--- src/rtl/tuner_i2c_pkg.sv ---
package tuner_i2c_pkg;

    localparam int BYTE_W = 8;
    localparam int CNT_W  = 4;

    typedef enum logic [2:0] {
        S_IDLE,
        S_ADDR,
        S_ACK_WAIT,
        S_ACK_DRV,
        S_WR,
        S_RD,
        S_RD_ACK,
        S_RD_NEXT
    } bus_st_e;

    typedef enum logic [1:0] {
        PH_FIRST,
        PH_DIV2,
        PH_CB2
    } pair_ph_e;

endpackage

--- src/rtl/tuner_i2c_sync.sv ---
module tuner_i2c_sync #(
    parameter int STAGES = 2
) (
    input  logic clk,
    input  logic rst_n,
    input  logic scl_i,
    input  logic sda_i,
    output logic sda_bit,
    output logic scl_rise,
    output logic scl_fall,
    output logic start_det,
    output logic stop_det
);

    typedef struct packed {
        logic [STAGES-1:0] scl;
        logic [STAGES-1:0] sda;
        logic              scl_last;
        logic              sda_last;
    } sync_t;

    sync_t sync_d, sync_q;
    logic  scl_now;

    assign scl_now = sync_q.scl[STAGES-1];
    assign sda_bit = sync_q.sda[STAGES-1];

    always_comb begin
        sync_d          = sync_q;
        sync_d.scl      = {sync_q.scl[STAGES-2:0], scl_i};
        sync_d.sda      = {sync_q.sda[STAGES-2:0], sda_i};
        sync_d.scl_last = scl_now;
        sync_d.sda_last = sda_bit;
    end

    always_ff @(posedge clk or negedge rst_n) begin
        if (!rst_n) begin
            sync_q <= '1;
        end else begin
            sync_q <= sync_d;
        end
    end

    assign scl_rise  = scl_now & ~sync_q.scl_last;
    assign scl_fall  = ~scl_now & sync_q.scl_last;
    assign start_det = scl_now & sync_q.scl_last & sync_q.sda_last & ~sda_bit;
    assign stop_det  = scl_now & sync_q.scl_last & ~sync_q.sda_last & sda_bit;

endmodule

--- src/rtl/tuner_i2c_addr_match.sv ---
module tuner_i2c_addr_match #(
    parameter logic [6:0] ADDR_BASE = 7'h60,
    parameter int         FIXED_SEL = 1
) (
    input  logic [6:0] addr7,
    input  logic [1:0] addr_sel,
    output logic       hit
);

    localparam int NUM_CAND = 4;

    logic [NUM_CAND-1:0] cand_hit;

    for (genvar k = 0; k < NUM_CAND; k++) begin : g_cand
        localparam logic [6:0] CAND = ADDR_BASE | 7'(k);
        logic enabled;
        assign enabled     = (k == FIXED_SEL) || (addr_sel == 2'(k));
        assign cand_hit[k] = enabled && (addr7 == CAND);
    end

    assign hit = |cand_hit;

endmodule

--- src/rtl/tuner_i2c_regbank.sv ---
module tuner_i2c_regbank #(
    parameter int DIV_W  = 15,
    parameter int CTL_W  = 7,
    parameter int PORT_W = 4
) (
    input  logic              clk,
    input  logic              rst_n,
    input  logic              div_we,
    input  logic [DIV_W-1:0]  div_val,
    input  logic              ctl_we,
    input  logic [CTL_W-1:0]  ctl_val,
    input  logic              port_we,
    input  logic [PORT_W-1:0] port_val,
    output logic [DIV_W-1:0]  divider,
    output logic [CTL_W-1:0]  ctrl,
    output logic [PORT_W-1:0] ports_out
);

    typedef struct packed {
        logic [DIV_W-1:0]  div;
        logic [CTL_W-1:0]  ctl;
        logic [PORT_W-1:0] prt;
    } bank_t;

    bank_t bank_d, bank_q;

    always_comb begin
        bank_d = bank_q;
        if (div_we)  bank_d.div = div_val;
        if (ctl_we)  bank_d.ctl = ctl_val;
        if (port_we) bank_d.prt = port_val;
    end

    always_ff @(posedge clk or negedge rst_n) begin
        if (!rst_n) begin
            bank_q <= '0;
        end else begin
            bank_q <= bank_d;
        end
    end

    assign divider   = bank_q.div;
    assign ctrl      = bank_q.ctl;
    assign ports_out = bank_q.prt;

endmodule

--- src/rtl/tuner_i2c_slave.sv ---
module tuner_i2c_slave #(
    parameter int         DIV_W       = 15,
    parameter int         CTL_W       = 7,
    parameter int         PORT_W      = 4,
    parameter int         SYNC_STAGES = 2,
    parameter logic [6:0] ADDR_BASE   = 7'h60,
    parameter int         FIXED_SEL   = 1
) (
    input  logic              clk,
    input  logic              rst_n,
    input  logic              scl_i,
    input  logic              sda_i,
    input  logic [1:0]        addr_sel,
    input  logic              por_event,
    input  logic              lock_i,
    input  logic [2:0]        port_in,
    input  logic [2:0]        adc_code,
    output logic              sda_oe,
    output logic [DIV_W-1:0]  divider,
    output logic [CTL_W-1:0]  ctrl,
    output logic [PORT_W-1:0] ports_out
);

    import tuner_i2c_pkg::*;

    localparam int HI_W = DIV_W - BYTE_W;

    typedef struct packed {
        bus_st_e           st;
        pair_ph_e          ph;
        logic [CNT_W-1:0]  cnt;
        logic [BYTE_W-1:0] sh;
        logic [HI_W-1:0]   hi;
        logic              rw;
        logic              rd_seen;
        logic              oe;
        logic              por;
    } slv_t;

    slv_t slv_d, slv_q;

    logic              sda_bit, scl_rise, scl_fall, start_det, stop_det;
    logic              addr_hit;
    logic [BYTE_W-1:0] byte_in;
    logic [BYTE_W-1:0] status;
    logic              div_we, ctl_we, port_we;
    logic              por_flag, bus_idle;

    tuner_i2c_sync #(
        .STAGES (SYNC_STAGES)
    ) u_sync (
        .clk       (clk),
        .rst_n     (rst_n),
        .scl_i     (scl_i),
        .sda_i     (sda_i),
        .sda_bit   (sda_bit),
        .scl_rise  (scl_rise),
        .scl_fall  (scl_fall),
        .start_det (start_det),
        .stop_det  (stop_det)
    );

    tuner_i2c_addr_match #(
        .ADDR_BASE (ADDR_BASE),
        .FIXED_SEL (FIXED_SEL)
    ) u_match (
        .addr7    (slv_q.sh[6:0]),
        .addr_sel (addr_sel),
        .hit      (addr_hit)
    );

    assign byte_in = {slv_q.sh[BYTE_W-2:0], sda_bit};
    assign status  = {slv_q.por, lock_i, port_in, adc_code};

    always_comb begin
        slv_d   = slv_q;
        div_we  = 1'b0;
        ctl_we  = 1'b0;
        port_we = 1'b0;

        if (start_det) begin
            slv_d.st      = S_ADDR;
            slv_d.cnt     = '0;
            slv_d.oe      = 1'b0;
            slv_d.ph      = PH_FIRST;
            slv_d.rd_seen = 1'b0;
        end else if (stop_det) begin
            if (slv_q.rd_seen) slv_d.por = 1'b0;
            slv_d.st      = S_IDLE;
            slv_d.oe      = 1'b0;
            slv_d.ph      = PH_FIRST;
            slv_d.rd_seen = 1'b0;
        end else begin
            case (slv_q.st)
                S_ADDR: begin
                    if (scl_rise) begin
                        slv_d.sh  = byte_in;
                        slv_d.cnt = slv_q.cnt + 1'b1;
                        if (slv_q.cnt == CNT_W'(BYTE_W - 1)) begin
                            if (addr_hit) begin
                                slv_d.rw = sda_bit;
                                slv_d.st = S_ACK_WAIT;
                                if (sda_bit) slv_d.rd_seen = 1'b1;
                            end else begin
                                slv_d.st = S_IDLE;
                            end
                        end
                    end
                end
                S_ACK_WAIT: begin
                    if (scl_fall) begin
                        slv_d.oe = 1'b1;
                        slv_d.st = S_ACK_DRV;
                    end
                end
                S_ACK_DRV: begin
                    if (scl_fall) begin
                        if (slv_q.rw) begin
                            slv_d.sh  = {status[BYTE_W-2:0], 1'b0};
                            slv_d.oe  = ~status[BYTE_W-1];
                            slv_d.cnt = CNT_W'(1);
                            slv_d.st  = S_RD;
                        end else begin
                            slv_d.oe  = 1'b0;
                            slv_d.cnt = '0;
                            slv_d.st  = S_WR;
                        end
                    end
                end
                S_WR: begin
                    if (scl_rise) begin
                        slv_d.sh  = byte_in;
                        slv_d.cnt = slv_q.cnt + 1'b1;
                        if (slv_q.cnt == CNT_W'(BYTE_W - 1)) begin
                            slv_d.st = S_ACK_WAIT;
                            case (slv_q.ph)
                                PH_FIRST: begin
                                    if (byte_in[BYTE_W-1]) begin
                                        ctl_we   = 1'b1;
                                        slv_d.ph = PH_CB2;
                                    end else begin
                                        slv_d.hi = byte_in[HI_W-1:0];
                                        slv_d.ph = PH_DIV2;
                                    end
                                end
                                PH_DIV2: begin
                                    div_we   = 1'b1;
                                    slv_d.ph = PH_FIRST;
                                end
                                PH_CB2: begin
                                    port_we  = 1'b1;
                                    slv_d.ph = PH_FIRST;
                                end
                                default: slv_d.ph = PH_FIRST;
                            endcase
                        end
                    end
                end
                S_RD: begin
                    if (scl_fall) begin
                        if (slv_q.cnt == CNT_W'(BYTE_W)) begin
                            slv_d.oe = 1'b0;
                            slv_d.st = S_RD_ACK;
                        end else begin
                            slv_d.oe  = ~slv_q.sh[BYTE_W-1];
                            slv_d.sh  = {slv_q.sh[BYTE_W-2:0], 1'b0};
                            slv_d.cnt = slv_q.cnt + 1'b1;
                        end
                    end
                end
                S_RD_ACK: begin
                    if (scl_rise) begin
                        slv_d.st = sda_bit ? S_IDLE : S_RD_NEXT;
                    end
                end
                S_RD_NEXT: begin
                    if (scl_fall) begin
                        slv_d.sh  = {status[BYTE_W-2:0], 1'b0};
                        slv_d.oe  = ~status[BYTE_W-1];
                        slv_d.cnt = CNT_W'(1);
                        slv_d.st  = S_RD;
                    end
                end
                default: slv_d.st = S_IDLE;
            endcase
        end

        if (por_event) slv_d.por = 1'b1;
    end

    always_ff @(posedge clk or negedge rst_n) begin
        if (!rst_n) begin
            slv_q         <= '0;
            slv_q.st      <= S_IDLE;
            slv_q.ph      <= PH_FIRST;
            slv_q.por     <= 1'b1;
        end else begin
            slv_q <= slv_d;
        end
    end

    tuner_i2c_regbank #(
        .DIV_W  (DIV_W),
        .CTL_W  (CTL_W),
        .PORT_W (PORT_W)
    ) u_bank (
        .clk       (clk),
        .rst_n     (rst_n),
        .div_we    (div_we),
        .div_val   ({slv_q.hi, byte_in}),
        .ctl_we    (ctl_we),
        .ctl_val   (byte_in[CTL_W-1:0]),
        .port_we   (port_we),
        .port_val  (byte_in[PORT_W-1:0]),
        .divider   (divider),
        .ctrl      (ctrl),
        .ports_out (ports_out)
    );

    assign sda_oe   = slv_q.oe;
    assign por_flag = slv_q.por;
    assign bus_idle = (slv_q.st == S_IDLE);

endmodule

--- config.mk ---
export PLATFORM = sky130hd
export DESIGN_NAME = tuner_i2c_slave
export DESIGN_NICKNAME = d
export VERILOG_FILES = /design/src/rtl/tuner_i2c_pkg.sv /design/src/rtl/tuner_i2c_sync.sv /design/src/rtl/tuner_i2c_addr_match.sv /design/src/rtl/tuner_i2c_regbank.sv /design/src/rtl/tuner_i2c_slave.sv
export SDC_FILE = /design/constraint.sdc
export NUM_CORES = 1
export LEC_CHECK = 0
export BUFFER_PORTS_ARGS = -buffer_cell sky130_fd_sc_hd__clkbuf_2
export CELL_PAD_IN_SITES_DETAIL_PLACEMENT = 1
export CELL_PAD_IN_SITES_GLOBAL_PLACEMENT = 2
export CORE_UTILIZATION = 43
export CTS_BUF_LIST = sky130_fd_sc_hd__clkbuf_8
export CTS_CLUSTER_SIZE = 20
export DETAILED_ROUTE_END_ITERATION = 7
export PLACE_DENSITY_LB_ADDON = 0.1
export SLEW_MARGIN = 15
export SYNTH_ARGS = -nofsm -noshare
export SYNTH_HDL_FRONTEND = slang
export SYNTH_HIERARCHICAL = 1
export SYNTH_SLANG_ARGS = --single-unit
--- constraint.sdc ---
create_clock -name clk -period 5.3 [get_ports clk]
set_input_delay 1.06 -clock clk [delete_from_list [all_inputs] [get_ports clk]]
set_output_delay 1.06 -clock clk [all_outputs]
set_load 0.02 [all_outputs]
## Yosys cells after proc, flatten, opt, wreduce, memory -nomap -nowiden

Index checks and enable logic that the tools add are counted.

- Word-level logic and storage cells: 170
- Output and inout bits: 27
- Bits of input ports: 14
- Register bits after elaboration: 60

- Add/subtract/negate cells: 1
- Eq/ne operators: 42
- Reduce and logical (&&, ||, !) cells: 26
- Bitwise logic cells: 16
- Mux-type cells: 69

Operator list:

| cell | count |
|---|---|
| 12-bit 2-to-1 mux | 5 |
| 12-bit case mux with 5 select lines | 1 |
| 4-bit != test, second input constant | 10 |
| 1-bit 2-to-1 mux | 32 |
| 7-bit == test, second input constant | 4 |
| 7-bit 2-to-1 mux | 4 |
| 3-bit 2-to-1 mux | 9 |
| 24-bit 2-to-1 mux | 1 |
| 3-bit case mux with 7 select lines | 1 |
| 2-bit 2-to-1 mux | 10 |
| 20-bit 2-to-1 mux | 1 |
| 10-bit AND reduction | 2 |
| 2-bit != test, second input constant | 9 |
| 3-bit != test, second input constant | 6 |
| 3-bit nonzero test | 6 |
| 3-bit == test, second input constant | 4 |
| 6-bit nonzero test | 2 |
| 5-bit 2-to-1 mux | 2 |
| 5-bit AND reduction | 2 |
| 9-bit 2-to-1 mux | 1 |
| 1-bit NOT | 9 |
| 8-bit 2-to-1 mux | 1 |
| 8-bit AND reduction | 1 |
| 1-bit bitwise AND | 7 |
| 16 further kinds | 24 |

## Depth between registers and ports, before layout

- Depth after elaboration: 9
- Depth in mapped cells: 10

## Modules after synthesis

The synthesis kept the hierarchy.

By module, submodules not included:

| module | area each (um^2) | seq. area each (um^2) | cells an instance | times used |
|---|---|---|---|---|
| tuner_i2c_slave | 1702.9 | 701.9 | 167 | 1 |
| tuner_i2c_regbank | 1017.2 | 650.6 | 55 | 1 |
| tuner_i2c_sync | 190.2 | 157.7 | 10 | 1 |
| tuner_i2c_addr_match | 53.8 | 0.0 | 7 | 1 |

## Worst setup path after synthesis

No wires, ideal clock.

- Path kind: register -> register
- Start point: register u_sync.sync_q (netlist bit u_sync/sda_bit)
- End point: register u_bank.bank_q (netlist bit u_bank/divider[10])
- Clock period less this slack: 2.444 ns
- Required time: 5.175 ns
- Setup time: 0.125 ns
- Path slack: 2.856 ns
- Cell stages (with the launch flop): 11
- Arrival: 2.319 ns
- Cell sequence: dfstp_2 and4b_1 clkbuf_1 or2_1 buf_2 nor2_1 nand2_1 nor3b_1 buf_6 buf_12 mux2_4

- Cells in the longest elaborated chain, start to end: 3
- Elaborated cells on any way between the ends: 5
- Those cells by class: mux (2); bitwise (3)

Ends and longest elaborated chain:

| element | RTL line | source |
|---|---|---|
| start, declared | tuner_i2c_sync.sv:22 | `sync_t sync_d, sync_q;` |
| start signal, assigned | tuner_i2c_sync.sv:40 | `sync_q <= sync_d;` |
| 1-bit NOT | tuner_i2c_sync.sv:46 | `assign start_det = scl_now & sync_q.scl_last & sync_q.sda_last & ~sda_bit;` |
| 1-bit bitwise AND | tuner_i2c_sync.sv:46 |  |
| named net start_det | tuner_i2c_slave.sv:42 | `logic sda_bit, scl_rise, scl_fall, start_det, stop_det;` |
| 1-bit 2-to-1 mux | tuner_i2c_slave.sv:81 | `if (start_det) begin` |
| named net div_we | tuner_i2c_slave.sv:46 | `logic div_we, ctl_we, port_we;` |
| end signal, assigned | tuner_i2c_regbank.sv:38 | `bank_q <= bank_d;` |
| end, declared | tuner_i2c_regbank.sv:25 | `bank_t bank_d, bank_q;` |

The timed path passes the listed nets, and every way through them passes these cells.
A chain may end at the register's enable or synchronous reset.

## Worst setup path in the final report

- Start point: register u_sync.sync_q (netlist bit u_sync/sda_bit)
- End point: register u_bank.bank_q (netlist bit u_bank/ports_out[3])

- Cells in the longest elaborated chain, start to end: 3
- Elaborated cells on any way between the ends: 5
- Those cells by class: mux (2); bitwise (3)

Ends and longest elaborated chain:

| element | RTL line |
|---|---|
| 1-bit NOT | tuner_i2c_sync.sv:46 |
| 1-bit bitwise AND | tuner_i2c_sync.sv:46 |
| named net start_det | tuner_i2c_slave.sv:42 |
| 1-bit 2-to-1 mux | tuner_i2c_slave.sv:81 |
| named net port_we | tuner_i2c_slave.sv:46 |

The timed path passes the listed nets, and every way through them passes these cells.

==> impl_metrics.py <==
metrics = {
    "outcome": {
        "status": "completed",
    },
    "pwr": {
        "total_power_mw": 0.927,
        "ir_drop_mv": 0.176,
        "p_leak_nw": 1.62,
        "p_per_area_nw_per_um2": 274,
    },
    "timing": {
        "clock.fmax_ghz": 0.360,
        "fin_setup_tns_ns": 0,
        "finalMaxSlewViolations": 0,
        "slew_headroom_pct": 50.3,
        "finalHoldViolCount": 0,
        "worstMarginPinSlew_ns": 0.746,
        "rsz0062_at_grt": "no",
        "setup_ws_ns": 2.52,
        "final.period_utilization_pct": 52.4,
        "fin_crit_ns": 2.78,
        "setup_viol": 0,
        "clock_skew_ns": 0.0116,
    },
    "layout": {
        "drive_above_1_share_pct": 43.8,
        "final_nets": 294,
        "fin_cells": 360,
        "final_cell_mix": "dfrtp_1 (53), clkbuf_2 (40), mux2_2 (32)",
        "antennaDiodeCount": 0,
        "final_common_cell": "dfrtp_1",
        "fillers": 688,
        "area_delta_synth_final_pct": 14.3,
    },
    "clocking": {
        "cts_made_buffers": 9,
        "cts_tree": "done",
        "cts_resized": 0,
        "insertion_delay_ns": 0.33,
        "holdBufCountCts": 0,
        "clock_sink_count": 60,
        "clk_pin_slew_ns": 0.07,
        "cts_buffer_depth": 2,
        "htree_levels": 3,
        "postCtsSetupRepairBufs": 0,
        "cts_root_buffer": "clkbuf_8",
    },
    "logic_synthesis": {
        "ys_types": 56,
        "syn_nets": 255,
        "ys_warn_count": 6,
        "synth_edf_count": 0,
        "synth_async_sr_flop_share_pct": 100,
        "avgSynthCellArea_um2": 12.4,
        "netlist_area_um2": 2960,
        "ys_ff_latch": 60,
        "ys_seq_area_share_pct": 50.9,
        "synth_ff_type": "dfrtp_1",
        "netlist_instances": 239,
    },
    "drt": {
        "drt-wirelength-per-cell_um": 18.7,
        "routed_wirelength_um": 6730,
        "viasPerCell": 5.65,
        "drtIter0Drc": 59,
        "drt_drc_violations_left": 0,
        "first_pass_iters": 4,
        "drt.antenna.violating_nets": 0,
        "vias": 2035,
    },
    "critical_path": {
        "crit_path_max_fanout": 13,
        "arrival_ns": 2.99,
        "cp_data_required_time_ns": 5.51,
        "worstSetupPathType": "reg -> reg",
        "crit_path_end_kind": "register",
        "start_kind": "register",
    },
    "place": {
        "dp_cells": 344,
        "gp_congestion": 0.758,
        "io_buffers": 40,
        "pre_cts_slack_ns": 2.51,
        "post-dp-hpwl_um": 4540,
    },
    "floorplanning": {
        "core.rowCount": 29,
        "dieWidth_um": 85.0,
        "pin_count": 41,
        "die-area_um2": 7230,
        "core_um2": 6490,
        "start_util_pct": 45.6,
        "die_h_um": 85.0,
    },
    "global_route": {
        "grt_overflow_total": 0,
        "grt_pass1_wl_um": 11300,
        "antenna_found_initial": 0,
        "grt_use_total_pct": 20.6,
        "grt_max_degree": 61,
        "grt_pass1_vias": 2113,
    },
    "hold_path": {
        "hp-class": "reg -> reg",
    },
    "job": {
        "drv_cap": 0,
    },
}
==> metrics by stage <==
step           utilization, %  area [µm²]  hold WS (ns)
4_1_cts                  52.1        3390         0.357
3_5_place_dp             49.2        3190         0.349
3_3_place_gp             49.2        3190         0.348
5_1_grt                  52.1        3390         0.358
2_1_floorplan               -        2960         0.345
6_report                 52.1        3390         0.356
==> Yosys cell counts, types with 2 or more instances <==
master / count / area (µm²)
and2_1: 2 / 12.5
nand2_1: 6 / 22.5
a21oi_1: 8 / 40.0
dfrtp_1: 53 / 1330
a31o_2: 2 / 17.5
nor2_1: 8 / 30.0
clkbuf_1: 7 / 26.3
a31oi_1: 4 / 25.0
mux2_2: 32 / 360
o21ai_0: 6 / 30.0
nor3_1: 4 / 20.0
inv_1: 11 / 41.3
nand2b_1: 2 / 12.5
nor2b_1: 4 / 25.0
buf_6: 2 / 22.5
buf_2: 4 / 20.0
nand4b_1: 3 / 26.3
or2_2: 2 / 12.5
a22oi_1: 2 / 15.0
nor3b_1: 4 / 30.0
dfstp_2: 7 / 184
mux2i_1: 3 / 30.0
mux2_4: 10 / 150
o21a_1: 2 / 15.0
and4bb_2: 2 / 25.0
o2bb2ai_1: 2 / 17.5
ha_1: 2 / 25.0
and4b_1: 2 / 20.0
nand3_1: 6 / 30.0
a22o_1: 8 / 70.1
nand4_1: 3 / 18.8
a21o_1: 2 / 15.0
==> cells by family after synthesis <==
logic type / share of synthesized area (%)
and+or+nand+nor: 13.3
muxes: 18.2
AOI/OAI and AO/OA: 12.1
DFF: 50.9
buffers and inverters: 4.56
adders and majority gates: 0.844
==> metal layers <==
metal / GRT usage (%) / vias to the layer above / part of all wire (%)
li1: - / 957 / -
met1: 30.8 / 1035 / 52
met2: 30.0 / 37 / 44
met3: 3.99 / 6 / 2.7
met4: 6.93 / 0 / 0.95
met5: 0 / - / 0
==> where the power goes <==
part,internal [mW],switching (mW),total (mW)
Combinational,0.0174,0.0259,0.0433
Clock,0.215,0.187,0.403
Sequential,0.467,0.0145,0.482
==> registers in the layout, summed over array words and instances, names as in the netlist <==
name and count:
u_bank/ports_out 4, u_sync/sync_q 2, u_bank/ctrl 7, slv_q 19, u_sync/scl_now 1, u_sync/sda_bit 1
u_bank/divider 15, u_sync/sync_d 2, sda_oe 1, byte_in 7, por_flag 1
==> layout make-up <==
cell class,instances,area (µm²),area share (%)
Inverter,11,41.3,1.22
Tap cell,77,96.3,2.84
Multi-Input combinational cell,153,1320,39.1
Timing Repair Buffer,43,223,6.58
Sequential cell,60,1510,44.6
Clock inverter,7,68.8,2.03
Clock buffer,9,124,3.66
==> critical path, cell delays in order (launching register included) <==
cell,delay (ns)
dfstp_2,0.67
and4b_1,0.33
or2_1,0.36
nor2_1,0.20
nand2_1,0.10
nor3b_1,0.59
mux2_2,0.42
==> final timing paths <==
path	startpoint	end	slack, ns	cells after the start
setup / recovery	u_sync/sda_bit	u_bank/ports_out[3]	2.52	6
hold / removal	u_sync/sync_d[3]	u_sync/sda_bit	0.36	0
setup reg to reg	u_sync/sda_bit	u_bank/ports_out[3]	2.52	6
hold reg to reg	u_sync/sync_d[3]	u_sync/sda_bit	0.36	0
max in group asynchronous	rst_n	u_bank/ctrl[0]	3.92	2
min in group asynchronous	rst_n	slv_q[22]	0.87	2
(Power assumes the default switching activity.)
